==> config.mk <==
export PLATFORM = sky130hd
export DESIGN_NAME = rtc_trim
export DESIGN_NICKNAME = d
export VERILOG_FILES = /design/src/rtl/rtc_trim_pkg.sv /design/src/rtl/rtc_prescaler.sv /design/src/rtl/rtc_sec_counter.sv /design/src/rtl/rtc_alarm.sv /design/src/rtl/rtc_trim.sv
export SDC_FILE = /design/constraint.sdc
export NUM_CORES = 1
export LEC_CHECK = 0
export CAP_MARGIN = 20
export CORE_MARGIN = 3
export CORE_UTILIZATION = 44
export DETAILED_ROUTE_END_ITERATION = 8
export PLACE_DENSITY_LB_ADDON = 0.1
export SLEW_MARGIN = 15
export SYNTH_ARGS = -nofsm -noshare
export SYNTH_HDL_FRONTEND = slang
export SYNTH_SLANG_ARGS = --single-unit
==> constraint.sdc <==
create_clock -name clk -period 2.37 [get_ports clk]
set_clock_uncertainty 0.1 [all_clocks]
set_input_delay 0.3555 -clock clk [delete_from_list [all_inputs] [get_ports clk]]
set_output_delay 0.3555 -clock clk [all_outputs]
set_load 0.01 [all_outputs]
==> src/rtl/rtc_trim_pkg.sv <==
package rtc_trim_pkg;
   // Length in cycles of a calibrated second: a positive trim removes cycles.
   function automatic int rtc_period(input int nominal, input int trim);
      return nominal - trim;
   endfunction
endpackage

==> src/rtl/rtc_prescaler.sv <==
module rtc_prescaler
   import rtc_trim_pkg::*;
#(
   parameter int DIV_CYCLES  = 32768,
   parameter int TRIM_W      = 8,
   parameter int CAL_SECONDS = 60,
   parameter bit TRIM_EN     = 1'b1
) (
   input  logic                     clk,
   input  logic                     rst_n,
   input  logic                     restart,
   input  logic signed [TRIM_W-1:0] trim,
   output logic                     step
);
   localparam int TRIM_MAX = 2 ** (TRIM_W - 1);
   localparam int DIV_W    = $clog2(DIV_CYCLES + TRIM_MAX + 1);
   localparam int CAL_W    = $clog2(CAL_SECONDS);

   logic [DIV_W-1:0] div_q;
   logic [DIV_W-1:0] last_c;
   logic [CAL_W-1:0] cal_q;
   logic             cal_end;

   assign cal_end = (cal_q == CAL_W'(CAL_SECONDS - 1));

   generate
      if (TRIM_EN) begin : g_trim
         always_comb begin
            if (cal_end) last_c = DIV_W'(rtc_period(DIV_CYCLES, int'(trim)) - 1);
            else         last_c = DIV_W'(DIV_CYCLES - 1);
         end
      end else begin : g_fixed
         assign last_c = DIV_W'(DIV_CYCLES - 1);
      end
   endgenerate

   assign step = (div_q == last_c) && !restart;

   always_ff @(posedge clk or negedge rst_n) begin
      if (!rst_n) begin
         div_q <= '0;
         cal_q <= '0;
      end else if (restart) begin
         div_q <= '0;
         cal_q <= '0;
      end else if (step) begin
         div_q <= '0;
         cal_q <= cal_end ? '0 : cal_q + 1'b1;
      end else begin
         div_q <= div_q + 1'b1;
      end
   end
endmodule

==> src/rtl/rtc_sec_counter.sv <==
module rtc_sec_counter #(
   parameter int CNT_W = 32
) (
   input  logic             clk,
   input  logic             rst_n,
   input  logic             load,
   input  logic [CNT_W-1:0] load_val,
   input  logic             step,
   output logic [CNT_W-1:0] sec_q,
   output logic             tick_q
);
   always_ff @(posedge clk or negedge rst_n) begin
      if (!rst_n) begin
         sec_q  <= '0;
         tick_q <= 1'b0;
      end else begin
         tick_q <= step;
         if (load)      sec_q <= load_val;
         else if (step) sec_q <= sec_q + 1'b1;
      end
   end
endmodule

==> src/rtl/rtc_alarm.sv <==
module rtc_alarm #(
   parameter int CNT_W = 32
) (
   input  logic             clk,
   input  logic             rst_n,
   input  logic             tick,
   input  logic [CNT_W-1:0] sec,
   input  logic [CNT_W-1:0] alarm_val,
   input  logic             alarm_en,
   input  logic             clr,
   output logic             wake_q
);
   logic hit;

   assign hit = tick && alarm_en && (sec == alarm_val);

   always_ff @(posedge clk or negedge rst_n) begin
      if (!rst_n)   wake_q <= 1'b0;
      else if (hit) wake_q <= 1'b1;
      else if (clr) wake_q <= 1'b0;
   end
endmodule

==> src/rtl/rtc_trim.sv <==
module rtc_trim #(
   parameter int CNT_W       = 32,
   parameter int DIV_CYCLES  = 32768,
   parameter int TRIM_W      = 8,
   parameter int CAL_SECONDS = 60,
   parameter bit TRIM_EN     = 1'b1
) (
   input  logic                     clk,
   input  logic                     rst_n,
   input  logic                     sec_load,
   input  logic [CNT_W-1:0]         sec_load_val,
   input  logic signed [TRIM_W-1:0] trim_val,
   input  logic [CNT_W-1:0]         alarm_val,
   input  logic                     alarm_en,
   input  logic                     wake_clr,
   output logic [CNT_W-1:0]         sec_cnt,
   output logic                     sec_tick,
   output logic                     wake
);
   localparam int TRIM_MAX = 2 ** (TRIM_W - 1);

   generate
      if (DIV_CYCLES <= TRIM_MAX + 1) begin : g_bad_div
         $error("rtc_trim: DIV_CYCLES must exceed the largest trim by two");
      end
      if (CAL_SECONDS < 2) begin : g_bad_cal
         $error("rtc_trim: CAL_SECONDS must be at least 2");
      end
      if (CNT_W < 2 || TRIM_W < 2) begin : g_bad_w
         $error("rtc_trim: counter and trim widths must be at least 2");
      end
   endgenerate

   logic step;

   rtc_prescaler #(
      .DIV_CYCLES (DIV_CYCLES),
      .TRIM_W     (TRIM_W),
      .CAL_SECONDS(CAL_SECONDS),
      .TRIM_EN    (TRIM_EN)
   ) u_presc (
      .clk    (clk),
      .rst_n  (rst_n),
      .restart(sec_load),
      .trim   (trim_val),
      .step   (step)
   );

   rtc_sec_counter #(.CNT_W(CNT_W)) u_cnt (
      .clk     (clk),
      .rst_n   (rst_n),
      .load    (sec_load),
      .load_val(sec_load_val),
      .step    (step),
      .sec_q   (sec_cnt),
      .tick_q  (sec_tick)
   );

   rtc_alarm #(.CNT_W(CNT_W)) u_alarm (
      .clk      (clk),
      .rst_n    (rst_n),
      .tick     (sec_tick),
      .sec      (sec_cnt),
      .alarm_val(alarm_val),
      .alarm_en (alarm_en),
      .clr      (wake_clr),
      .wake_q   (wake)
   );
endmodule

==> reports/metrics.cfg, run 1 <==
[yosys]
postSynth.asyncResetShare_pct=100
synth_cell_types=51
ys.flop_type=dfrtp_1
ys_warn_count=0
synthCells=440
ys_seq_area_share_pct=36.4
avgSynthCellArea_sq_um=8.74
syn_area_sq_um=3840
synth-edff-count=0
syn_nets=520
ys_seq_elements=56

[critical_path]
regToRegStartpoint=u_presc.cal_q[0]
critPathLaunch=u_presc.cal_q[0]
cp_cell_sequence=ha_4 > and2b_2 > a31oi_1 > a31oi_1 > or4_4 > buf_6 > or4_1 > a21oi_2
crit_family=simple AND/OR/NAND/NOR gates
path_class=register to register
cpMaxStageDelayCell=or4_4
cp_slowest_stage_delay_ps=590
setup.worst_path.start_class=register
path_buf_inv=1
cp_data_required_time_ps=2520
crit_fanout=10
critPathArrivalTime_ps=2820
worst_setup_path_end_kind=register
cpMostUsedCell=a31oi_1

[power_and_ir_drop]
power.total_mw=2.43
p_per_area_nw_per_um2=414
ir_worst_vdd_uv=231
p_leak_nw=2.23

[cts]
cts_hold_buf=0
clkTransAtPathRegs_ps=100
cts-root-buf=clkbuf_8
clock_latency_ps=320
clockBufferDepth=2
cts_tree=built
htreeDepth=2
numCtsBuffers=5
cts.sinks=56

[die]
die_h_microns=99.5
io_pins=111
dieArea_sq_um=9900
core_area_sq_um=8340
rows=33
start_util_pct=46.1
die_x_microns=99.5

[routing]
drc=0
drtIter0Drc=270
route.final.wire_length_microns=13000
avgViaCountPerCell=5.95
ant_nets=0
drtPass1Iterations=5
post_drt_wl_per_cell_microns=18.5
vias=4189

[global_routing]
grt_first_pass_wirelength_microns=21200
grt_overflow=0
grt_antenna_before_repair=0
grt_usage_pct=26.6
grt_pass1_vias=4130
grt_max_degree=57

[sta]
max_slew_margin_pct=50.2
setup_violations=54
post-route-min-period_ps=2670
fin_crit_sh_pct=113
finalHoldViolCount=0
slew_viol_final=0
max_freq_ghz=0.374
rsz0062_at_grt=yes
final.setup.tns_ps=-11590
worst_slew_pin_slew_ps=747
finalWorstSetupSlack_ps=-304

[placed_design]
dp.final_hpwl_microns=9090
placed_cell_area_sq_um=5490
place_congestion=0.857
io_buffers=110

[finish]
final_nets=678
diodes=0
n_fill_cell=692
final_design_area_no_fill_sq_um=5870
regArea_sq_um=1400
multiInputGateArea_sq_um=2430
area_growth_pct=52.7
layout-drive-gt1-share_pct=18.5

[job]
max_cap_violations=0

[run_status]
status=complete, but fails checks
violations=negative setup slack

[hold_path]
min_path_type=input pin to async pin

## layer usage
metal	share of wire, %	vias to the layer above	track usage (%)
met4	2.5	0	8.93
met1	41	2019	34.3
li1	-	1975	-
met2	50	165	45.4
met5	0	-	0
met3	7.1	30	4.28
## cell usage after synthesis, drive strengths merged, types with 2 or more instances
cell	instances	area, sq um
a22oi	2	20.0
o31a	15	131
or4	25	191
nor4	15	93.8
and2	5	31.3
nand3	22	110
ha	3	37.5
a31oi	26	163
nor2	49	184
buf	15	97.6
clkbuf	16	60.1
inv	5	18.8
o22ai	2	12.5
o211ai	5	37.5
or3	7	43.8
o21ai	16	83.8
o21a	2	15.0
and3	14	92.6
xor2	29	254
nand2	22	90.1
xnor2	19	166
and4	3	26.3
nand4	12	90.1
nor2b	2	12.5
nand3b	2	15.0
a21oi	6	30.0
o31ai	22	165
dfrtp	56	1400
nand4b	2	17.5
nand2b	10	62.6
## area by class of cell
class,instances,area share [%]
Clock buffer,6,1.24
Clock inverter,2,0.597
Inverter,5,0.320
Multi-Input combinational cell,349,41.4
Sequential cell,56,23.9
Tap cell,105,2.24
Timing Repair Buffer,181,30.4
## placed cells by master, fill, tap and decap left out, drive strengths merged, types with 12 or more instances in the layout
cell type / n
o31ai: 22
dfrtp: 56
nand4: 12
nor2: 49
a31oi: 26
xnor2: 19
and3: 14
nand3: 22
o31a: 15
nor4: 15
o21ai: 16
clkdlybuf4s50: 108
or4: 26
xor2: 29
buf: 71
nand2: 22
## path summary, 6_finish.rpt
kind	endpoint	slack, ps	depth (start not counted)
hold reg to reg	u_alarm.wake_q	470	2
max in group asynchronous	u_cnt.sec_q[31]	1590	2
setup / recovery	u_presc.cal_q[2]	-300	8
setup reg to reg	u_presc.cal_q[2]	-300	8
hold / removal	u_cnt.sec_q[18]	70	2
min in group clk	u_alarm.wake_q	470	2
## power breakdown
part / switching [mW] / leakage, nW / internal [mW]
combinational: 0.321 / 1.48 / 0.376
clock: 0.335 / 0.0552 / 0.315
sequential: 0.0740 / 0.690 / 1.01
## registers in the layout (all words and copies together), names as in the netlist
signal	flops
u_alarm.wake_q	1
u_cnt.sec_q	32
u_cnt.tick_q	1
u_presc.cal_q	6
u_presc.div_q	16
## kinds of logic after synthesis
logic type                 share of synthesized area (%)
AOI/OAI and AO/OA                                   18.5
xor gates and xnor gates                            10.9
adders and majority gates                          0.976
buffers and inverters                               4.59
DFF                                                 36.4
and+or+nand+nor                                     28.6
## stage by stage
step                utilization [%]  instances  worst slack, ps  hold slack [ps]
floorplan                         -        440             -121            -40.1
global placement               65.8        684             -571              419
detailed placement             65.8        684             -727              451
CTS                            69.5        703             -252              107
global route                   70.4        704             -366              120
finish                         70.4        704             -304             68.7
## what timing repair did
| action | 4_1_cts | 5_1_grt |
|---|---|---|
| gates cloned | 5 | 0 |
| setup buffers | 6 | 1 |
| resized for setup | 14 | 16 |
| pin swaps | 6 | 7 |
| hold endpoints to repair | 0 | 0 |
| endpoints found under the setup margin | 54 | 55 |
Power figures use the tool's default switching activity.
==> run 2: changes to the inputs <==
--- a/config.mk
+++ b/config.mk
@@ -8,6 +8,7 @@
 export CAP_MARGIN = 20
 export CORE_MARGIN = 3
 export CORE_UTILIZATION = 44
+export CTS_BUF_LIST = sky130_fd_sc_hd__clkbuf_8 sky130_fd_sc_hd__clkbuf_16
 export DETAILED_ROUTE_END_ITERATION = 8
 export PLACE_DENSITY_LB_ADDON = 0.1
 export SLEW_MARGIN = 15
==> run 2 against run 1 <==
Net effect: final area unchanged; sequential share of layout area is the same; sequential cell count unchanged; power fell by 0.32%; the run still ends with negative setup slack left; via count barely moved; register-to-register slack barely moved; fmax hardly changed; critical path type unchanged.
==> reports/metrics.cfg, run 2 (synthesized netlist as in run 1, its figures left out) <==
[global_routing]
grt_pass1_vias=4130  ; unchanged
met1_usage_pct=34.3  ; unchanged
met2_usage_pct=45.4  ; unchanged
grt_usage_pct=26.6  ; unchanged
grt_antenna_before_repair=0  ; unchanged
grt_overflow=0  ; unchanged
busiest_layer=met2
grt_max_degree=57  ; unchanged
grt_use_met3_pct=4.28  ; unchanged
grt_first_pass_wirelength_microns=21200  ; unchanged

[critical_path]
r2r_slack_ps=-300  ; about the same
r2r-end=u_presc.cal_q[2]
critPathArrivalTime_ps=2820  ; about the same
cp_data_required_time_ps=2520  ; about the same
rr_worst_depth=8  ; unchanged
critPathLaunch=u_presc.cal_q[0]
worstSetupEndpoint=u_presc.cal_q[2]
setup.worst_path.start_class=register
crit_fanout=10  ; unchanged
worst_setup_path_end_kind=register
regToRegStartpoint=u_presc.cal_q[0]
path_class=register to register

[finish]
final_nets=678  ; unchanged
n_fill_cell=692  ; unchanged
area_growth_pct=52.7  ; unchanged
final_common_cell=clkdlybuf4s50_1
diodes=0  ; unchanged
largest_register_ffs=32  ; unchanged
top_regs=u_cnt.sec_q x32, u_presc.div_q x16, u_presc.cal_q x6
top_register=u_cnt.sec_q
layout-drive-gt1-share_pct=18.5  ; unchanged
final_cell_mix=108 x clkdlybuf4s50_1, 58 x buf_4, 56 x dfrtp_1
utilization_pct=70.4  ; unchanged
finalNonFillerCells=704  ; unchanged

[hold_path]
min_path_type=input pin to async pin

[sta]
final.setup.tns_ps=-11610  ; -22.4 ps
finalWorstSetupSlack_ps=-304  ; -0.172 ps
rsz0062_at_grt=yes
post-route-min-period_ps=2670  ; +0.172 ps
max_freq_ghz=0.374  ; about the same
fin_crit_sh_pct=113  ; about the same
whs_ps=67.9  ; -0.819 ps
slew_viol_final=0  ; unchanged
worst_slew_pin_slew_ps=745  ; -1.80 ps
finalHoldViolCount=0  ; unchanged
setup_violations=54  ; unchanged
max_slew_margin_pct=50.3  ; +0.12 points

[die]
start_util_pct=46.1  ; unchanged
dieArea_sq_um=9900  ; unchanged
core_area_sq_um=8340  ; unchanged
die_x_microns=99.5  ; unchanged
die_h_microns=99.5  ; unchanged
rows=33  ; unchanged
io_pins=111  ; unchanged

[cts]
cts-root-buf=clkbuf_8
clock_latency_ps=320  ; about the same
cts.sinks=56  ; unchanged
cts_tree=built
numCtsBuffers=5  ; unchanged
htreeDepth=2  ; unchanged
clkTransAtPathRegs_ps=100  ; about the same
clockBufferDepth=2  ; unchanged

[placed_design]
io_buffers=110  ; unchanged
dp_cells=684  ; unchanged
place_congestion=0.857  ; unchanged
dp.final_hpwl_microns=9090  ; unchanged

[power_and_ir_drop]
p_per_area_nw_per_um2=412  ; -0.32%
p_leak_nw=2.23  ; +0.19%
ir_worst_vdd_uv=231  ; about the same

[routing]
drtPass1Iterations=5  ; unchanged
vias=4186  ; -0.072%
drtIter0Drc=272  ; +0.74%
avgViaCountPerCell=5.95  ; about the same
ant_nets=0  ; unchanged
route.final.wire_length_microns=13000  ; -0.25%
drc=0  ; unchanged
post_drt_wl_per_cell_microns=18.4  ; -0.25%

[job]
max_cap_violations=0  ; unchanged

[run_status]
status=complete, but fails checks
violations=negative setup slack

==> run 2: critical path, stage by stage, from the launching register on <==
cell     delay, ps
dfrtp_1        430
ha_4           190
and2b_2        240
a31oi_1        180
a31oi_1        100
or4_4          590
buf_6          170
or4_1          480
a21oi_2        130
==> run 2: power by group <==
part | internal, mW | switching [mW] | total (mW)
clock network | 0.311 | 0.332 | 0.643
logic | 0.376 | 0.320 | 0.696
registers | 1.01 | 0.0738 | 1.08
total | 1.69 | 0.726 | 2.42
==> run 2: routing by layer <==
layer,part of all wire (%),vias to the layer above
met5,0,-
met4,2.4,0
met3,7.0,30
met2,50,166
met1,41,2014
li1,-,1976
==> run 2: worst min path at each step <==
stage | start | endpoint
6_report | rst_n | u_cnt.sec_q[18]
5_1_grt | rst_n | u_cnt.sec_q[18]
4_1_cts | rst_n | u_cnt.sec_q[21]
3_5_place_dp | rst_n | u_cnt.sec_q[21]
3_3_place_gp | u_alarm.wake_q | u_alarm.wake_q
2_1_floorplan | rst_n | u_alarm.wake_q
==> run 2: final cells by class <==
| class | instances | area [sq um] | share of cell area, % |
|---|---|---|---|
| timing repair buffer | 181 | 1780 | 30.4 |
| tap | 105 | 131 | 2.24 |
| multi-input combinational | 349 | 2430 | 41.4 |
| inverter | 5 | 18.8 | 0.320 |
| clock inverter | 3 | 38.8 | 0.661 |
| clock buffer | 5 | 68.8 | 1.17 |
| sequential | 56 | 1400 | 23.9 |
==> run 2: repair_timing <==
item / CTS / global route
cloned: 5 / 0
buffers inserted: 6 / 1
gates resized for setup: 14 / 16
hold buffers: 0 / 0
setup endpoints to repair: 54 / 55
pin swaps: 6 / 7
==> run 2: stage by stage <==
step	setup slack, ps	power, mW	cell area, sq um
4_1_cts	-252	2.43	5800
2_1_floorplan	-121	1.36	3920
5_1_grt	-366	2.54	5870
3_5_place_dp	-727	1.78	5490
6_report	-304	2.42	5870
3_3_place_gp	-571	1.77	5490
==> run 3: changes to the inputs <==
--- a/config.mk
+++ b/config.mk
@@ -5,7 +5,7 @@
 export SDC_FILE = /design/constraint.sdc
 export NUM_CORES = 1
 export LEC_CHECK = 0
-export CAP_MARGIN = 20
+export CAP_MARGIN = 40
 export CORE_MARGIN = 3
 export CORE_UTILIZATION = 44
 export CTS_BUF_LIST = sky130_fd_sc_hd__clkbuf_8 sky130_fd_sc_hd__clkbuf_16
==> results of run 3 <==
Final layout, timing and power as in run 2 (identical DEF).
